`src/rtl/cmpl_addsub.sv`:
```
module cmpl_addsub #(
  parameter int N = 5
) (
  input  logic [N-1:0] a_in,
  input  logic [N-1:0] b_in,
  input  logic         ones_mode,
  input  logic         sub_op,
  output logic [N-1:0] result,
  output logic         carry_out,
  output logic         overflow
);
  localparam int LOW = N - 1;

  logic [N-1:0]   b_eff;
  logic           inj;
  logic [LOW-1:0] low_sum;
  logic           sign_sum;
  logic           c_into_sign;
  logic           c_from_sign;
  logic           wrap;

  assign b_eff = sub_op ? ~b_in : b_in;
  assign inj   = sub_op & ~ones_mode;

  assign {c_into_sign, low_sum} = {1'b0, a_in[LOW-1:0]} + {1'b0, b_eff[LOW-1:0]}
                                + {{LOW{1'b0}}, inj};
  assign {c_from_sign, sign_sum} = {1'b0, a_in[N-1]} + {1'b0, b_eff[N-1]}
                                 + {1'b0, c_into_sign};

  assign wrap      = ones_mode & c_from_sign;
  assign result    = {sign_sum, low_sum} + {{LOW{1'b0}}, wrap};
  assign carry_out = c_from_sign;
  assign overflow  = c_into_sign ^ c_from_sign;

  always_comb begin
    a_r1_twos_add: assert (ones_mode || sub_op || result == a_in + b_in);
    a_r2_twos_sub: assert (ones_mode || !sub_op || result + b_in == a_in);
    a_r3_ones_add: assert (!ones_mode || sub_op
                           || result == a_in + b_in + {{LOW{1'b0}}, carry_out});
    a_r7_mixed_sign: assert (a_in[N-1] == b_eff[N-1] || !overflow);
    a_r8_neg_zero: assert (!(ones_mode && sub_op && a_in == b_in)
                           || (result == {N{1'b1}} && !overflow));
  end
endmodule

```
`config.mk`:
```
export PLATFORM = sky130hd
export DESIGN_NAME = cmpl_addsub
export DESIGN_NICKNAME = d
export VERILOG_FILES = /design/src/rtl/cmpl_addsub.sv
export SDC_FILE = /design/constraint.sdc
export NUM_CORES = 1
export LEC_CHECK = 0
export CORE_AREA = 4 4 41 43
export DETAILED_ROUTE_END_ITERATION = 6
export DIE_AREA = 0 0 45 47
export SLEW_MARGIN = 20
export SYNTH_ARGS = -nofsm -noshare
export SYNTH_HDL_FRONTEND = slang
export SYNTH_SLANG_ARGS = --single-unit
```
`constraint.sdc`:
```
create_clock -name vclk -period 3.53
set_input_delay 0.5295 -clock vclk [all_inputs]
set_output_delay 0.5295 -clock vclk [all_outputs]
set_load 0.005 [all_outputs]
```
==> results of run 1 <==
metrics by stage:
step,utilization,total power (W)
6_report,0.497,0.000161
5_1_grt,0.497,0.000179
2_1_floorplan,-,0.0000814
4_1_cts,0.494,0.000165
3_5_place_dp,0.484,0.000173
3_3_place_gp,0.484,0.000172
worst paths after layout:
kind | startpoint | to | slack (ns) | depth (start not counted)
max | sub_op | result[4] | -0.001 | 14
min | ones_mode | result[0] | 1.68 | 4
layout make-up:
cell class / count / area, um^2 / area share
Multi-Input combinational cell: 29 / 338 / 0.522
Timing Repair Buffer: 33 / 283 / 0.437
Tap cell: 15 / 18.8 / 0.0290
Inverter: 2 / 7.51 / 0.0116
synthesized netlist by cell type:
cell type	n
a21o_1	2
a21oi_1	2
clkbuf_1	1
fa_1	3
ha_1	5
inv_1	2
mux2_2	1
nand3_1	2
nand3b_1	1
nor2b_1	2
xnor2_1	4
xor2_1	6
xor2_2	1
critical path, cell delays in order:
cell,delay [ns]
buf_8,0.10
xor2_2,0.17
fa_2,0.38
fa_2,0.36
a21o_1,0.18
a21oi_2,0.18
fa_2,0.22
nor2b_1,0.05
ha_2,0.21
ha_4,0.16
nand3b_1,0.07
mux2_4,0.14
xor2_1,0.12
buf_2,0.12
report_power, final:
group	switching [W]	internal (W)	leakage, nW
logic	0.0000600	0.000101	0.306
clock network	0	0	0
registers	0	0	0
cell families (layout without fill, tap and decap cells):
kind of cell             count (synthesis)  in the layout
buffers and inverters                    3             35
adder cells (fa/ha/maj)                  8              8
multiplexers                             1              1
AND/OR/NAND/NOR                          5              5
XOR/XNOR                                11             11
AO/OA/AOI/OAI                            4              4
repair_timing:
item	4_1_cts	5_1_grt
gates cloned	0	0
pin swaps	12	1
resized for setup	27	2
setup endpoints to repair	7	3
buffers inserted	3	0
metal layers:
metal  part of all wire  GRT usage  routed length (um)  vias up
met5                  0          0                   0        -
met4                  0          0                   0        0
met3              0.090    0.00383                  61        0
met2               0.56      0.141                 379       11
met1               0.35     0.0711                 233      143
li1                   -          -                   -      169
==> reports/metrics.yaml, run 1 <==
route:
  routed-via-count: 323
  firstDrtPassIters: 1
  ant_nets: 0
  viasPerCell: 4.09
  wl_um: 675
  drc: 0
  post_drt_wl_per_cell_um: 8.54
  drt_iter0_markers: 0
finish:
  instances_no_fill: 79
  area_delta_synth_final_pct: 113
  final_cell_mix: "buf_4, clkdlybuf4s50_1, xor2_1, xnor2_1, dlygate4sd2_1"
  final_common_cell: "buf_4"
  nNetsFinal: 86
  nClkBuffers: 0
  drive_gt1_frac: 0.438
  nFillCells: 133
  seq_cell_count: 0
  final_design_area_no_fill_um2: 647
  antenna_cells: 0
  final-seq-area_um2: 0
worst_setup_path:
  path_max_fanout: 4
  start_kind: "input port"
  worstSetupPathType: "input port to primary output"
  worstPathRequired_ns: 3.00
  cp.arrival_ns: 3.00
  crit_path_end_kind: "primary output"
worst_hold_path:
  hold_class: "input port to primary output"
sta:
  period_needed_ns: 3.53
  hold_viol: 0
  max_freq_mhz: 283
  setup_viol: 1
  worst_slew_pin_slew_ns: 0.293
  rsz0062_at_grt: "yes"
  slew_viol_final: 0
  fin_ws_ns: -0.00119
  min_period_over_period: 1.00
  slew_headroom: 0.805
  whs_ns: 1.68
  setup_tns_ns: -0.00119
logic_synthesis:
  synth_compound_area_frac: 0.0823
  synth_area_um2: 304
  syn_area_per_cell_um2: 9.50
  synthTopCellsByArea: "ha_1, fa_1, xor2_1"
  synth.distinct_cells: 13
  yosys.area_share.simple: 0.0988
  synthCells: 32
  synth_area_leader_cell: "ha_1"
  yosysTopAreaCellShare: 0.206
  synth_fp_nets: 52
  synth_xor_area_frac: 0.342
  synthAdderAreaFrac: 0.403
  synth.area.mux_share: 0.0370
  synth_top_family_by_area: "adder cells"
  yosysWarnings: 0
  yosysSeqAreaShare: 0
die:
  fp.dieH_um: 47
  start_util: 0.234
  die_area_um2: 2120
  row_count: 13
  die_width_um: 45
  coreArea_um2: 1300
  io_pins: 19
global_routing:
  track_usage: 0.0650
  antenna_found_initial: 0
  grt-ovfl-total: 0
  grt_pass1_wl_mm: 1.09
  first_global_vias: 315
  grt_start_max_net_pins: 5
placed_design:
  gp_congestion: 0.641
  dp_hpwl_um: 620
  place_area_um2: 629
  numPlacedInstances: 76
  io_buffers: 19
  preCtsSetupSlack_ns: -0.917
power_and_ir_drop:
  p_leak_nw: 0.306
  p_per_area_nw_per_um2: 248
  peakVddDrop_uv: 106
job:
  cap_violations: 0
cts:
  cts_hold_buf: 0
status:
  status: "complete, but fails checks"
  violations: "negative setup slack"
(Power assumes the default switching activity.)
==> run 2: changes to the inputs <==
Settings changed: CORE_AREA 4 4 41 43 to 5 5 42 44, DIE_AREA 0 0 45 47 to 0 0 47 49.
==> run 2 against run 1 <==
The run now ends clean. Final area increased by 2.1%. Cell count increased by 2.5%. Die area increased by 8.9%. Non-clock buffer count increased by 1. Combinational power increased by 3%. Clock-buffer cell count unchanged. Critical endpoint unchanged.
==> reports/metrics.yaml, run 2 (same netlist as run 1, synthesis figures left out) <==
finish:
  final_cell_mix: "buf_4, clkdlybuf4s50_1, xor2_1, xnor2_1, dlygate4sd2_1"
  antenna_cells: 0
  final_design_area_no_fill_um2: 661
  seq_cell_count: 0
  nClkBuffers: 0
  nNetsFinal: 87
  instances_no_fill: 81
  drive_gt1_frac: 0.462
  final_common_cell: "buf_4"
  final-seq-area_um2: 0
  area_delta_synth_final_pct: 117
power_and_ir_drop:
  p_per_area_nw_per_um2: 252
  peakVddDrop_uv: 103
  p_leak_nw: 0.311
worst_setup_path:
  worstSetupPathType: "input port to primary output"
  cp_cell_sequence: "buf_8, xor2_2, fa_2, fa_2, a21o_1, a21oi_2, fa_2, nor2b_1, ha_2, ha_4, nand3b_1, mux2_4, xor2_1, buf_2"
  crit_path_frequent_cell: "fa_2"
  critPathMaxStageDelay_ns: 0.38
  crit_path_top_delay_cell: "fa_2"
  worstPathRequired_ns: 3.00
  critical_path.top_delay_family: "adder cells"
  crit_path_end_kind: "primary output"
  cp.arrival_ns: 2.99
  start_kind: "input port"
  path_max_fanout: 4
  worst-path-buf-inv: 2
worst_hold_path:
  holdPathStages: 4
  hold_class: "input port to primary output"
  min-delay-start: "ones_mode"
  worstHoldEndpoint: "result[0]"
global_routing:
  gr-usage-met1: 0.0800
  met3_usage: 0
  first_global_vias: 353
  antenna_found_initial: 0
  grt_busiest_layer: "met2"
  met2_usage: 0.147
  grt_pass1_wl_mm: 1.33
  grt-ovfl-total: 0
  track_usage: 0.0714
  grt_start_max_net_pins: 5
sta:
  period_needed_ns: 3.52
  max_freq_mhz: 284
  rsz0062_at_grt: "yes"
  hold_viol: 0
  min_period_over_period: 0.997
  slew_headroom: 0.830
  slew_viol_final: 0
  setup_viol: 0
  worst_slew_pin_slew_ns: 0.254
route:
  ant_nets: 0
  routed-via-count: 328
  post_drt_wl_per_cell_um: 9.59
  firstDrtPassIters: 1
  wl_um: 777
  viasPerCell: 4.05
  drc: 0
  drt_iter0_markers: 0
die:
  die_width_um: 47
  start_util: 0.217
  io_pins: 19
  row_count: 14
  fp.dieH_um: 49
  coreArea_um2: 1400
  die_area_um2: 2300
job:
  cap_violations: 0
placed_design:
  io_buffers: 19
  place_area_um2: 623
  numPlacedInstances: 76
  dp_hpwl_um: 623
  gp_congestion: 0.703
status:
  status: "complete, no violations"
cts:
  cts_hold_buf: 0
run 2: changes by cell type in the layout (fill, tap and decap cells not counted), sizes merged:
cell  before  now
buf       18   19
run 2: repair_timing:
item | 4_1_cts | 5_1_grt
gates cloned | 0 | 0
pin swaps | 12 | 2
setup buffers | 4 | 1
resized for setup | 29 | 1
setup endpoints to repair | 7 | 3
run 2: where the power goes:
group	switching (W)	internal, W
clock	0	0
sequential	0	0
combinational	0.0000625	0.000104
run 2: cell type report:
class | count | area (um^2)
timing repair buffer | 34 | 290
multi-input combinational | 29 | 343
inverter | 2 | 7.51
tap | 16 | 20.0
fill | 143 | 741
run 2: worst max-delay path by stage:
| stage | from | to | slack [ns] | cells past startpoint |
|---|---|---|---|---|
| floorplan | sub_op | result[4] | 0.00003 | 13 |
| global placement | sub_op | result[4] | -0.92 | 14 |
| detailed placement | sub_op | result[4] | -0.95 | 14 |
| CTS | sub_op | result[4] | 0.001 | 14 |
| global route | sub_op | result[4] | -0.12 | 14 |
| finish | sub_op | result[4] | 0.01 | 14 |
run 2: per-stage QoR:
| stage | worst slack (ns) | hold slack [ns] | utilization | power [W] | TNS (ns) |
|---|---|---|---|---|---|
| after floorplan | 0.0000295 | 1.32 | - | 0.0000814 | 0 |
| after global placement | -0.915 | 2.24 | 0.445 | 0.000175 | -4.20 |
| after detailed placement | -0.948 | 2.24 | 0.445 | 0.000175 | -4.44 |
| after CTS | 0.00110 | 1.85 | 0.464 | 0.000169 | 0 |
| after global routing | -0.125 | 1.73 | 0.471 | 0.000185 | -0.125 |
| final | 0.0121 | 1.66 | 0.471 | 0.000166 | 0 |
run 2: layer usage:
layer | part of all wire | wire (um)
met2 | 0.58 | 452
met4 | 0 | 0
met1 | 0.34 | 261
met5 | 0 | 0
met3 | 0.080 | 62
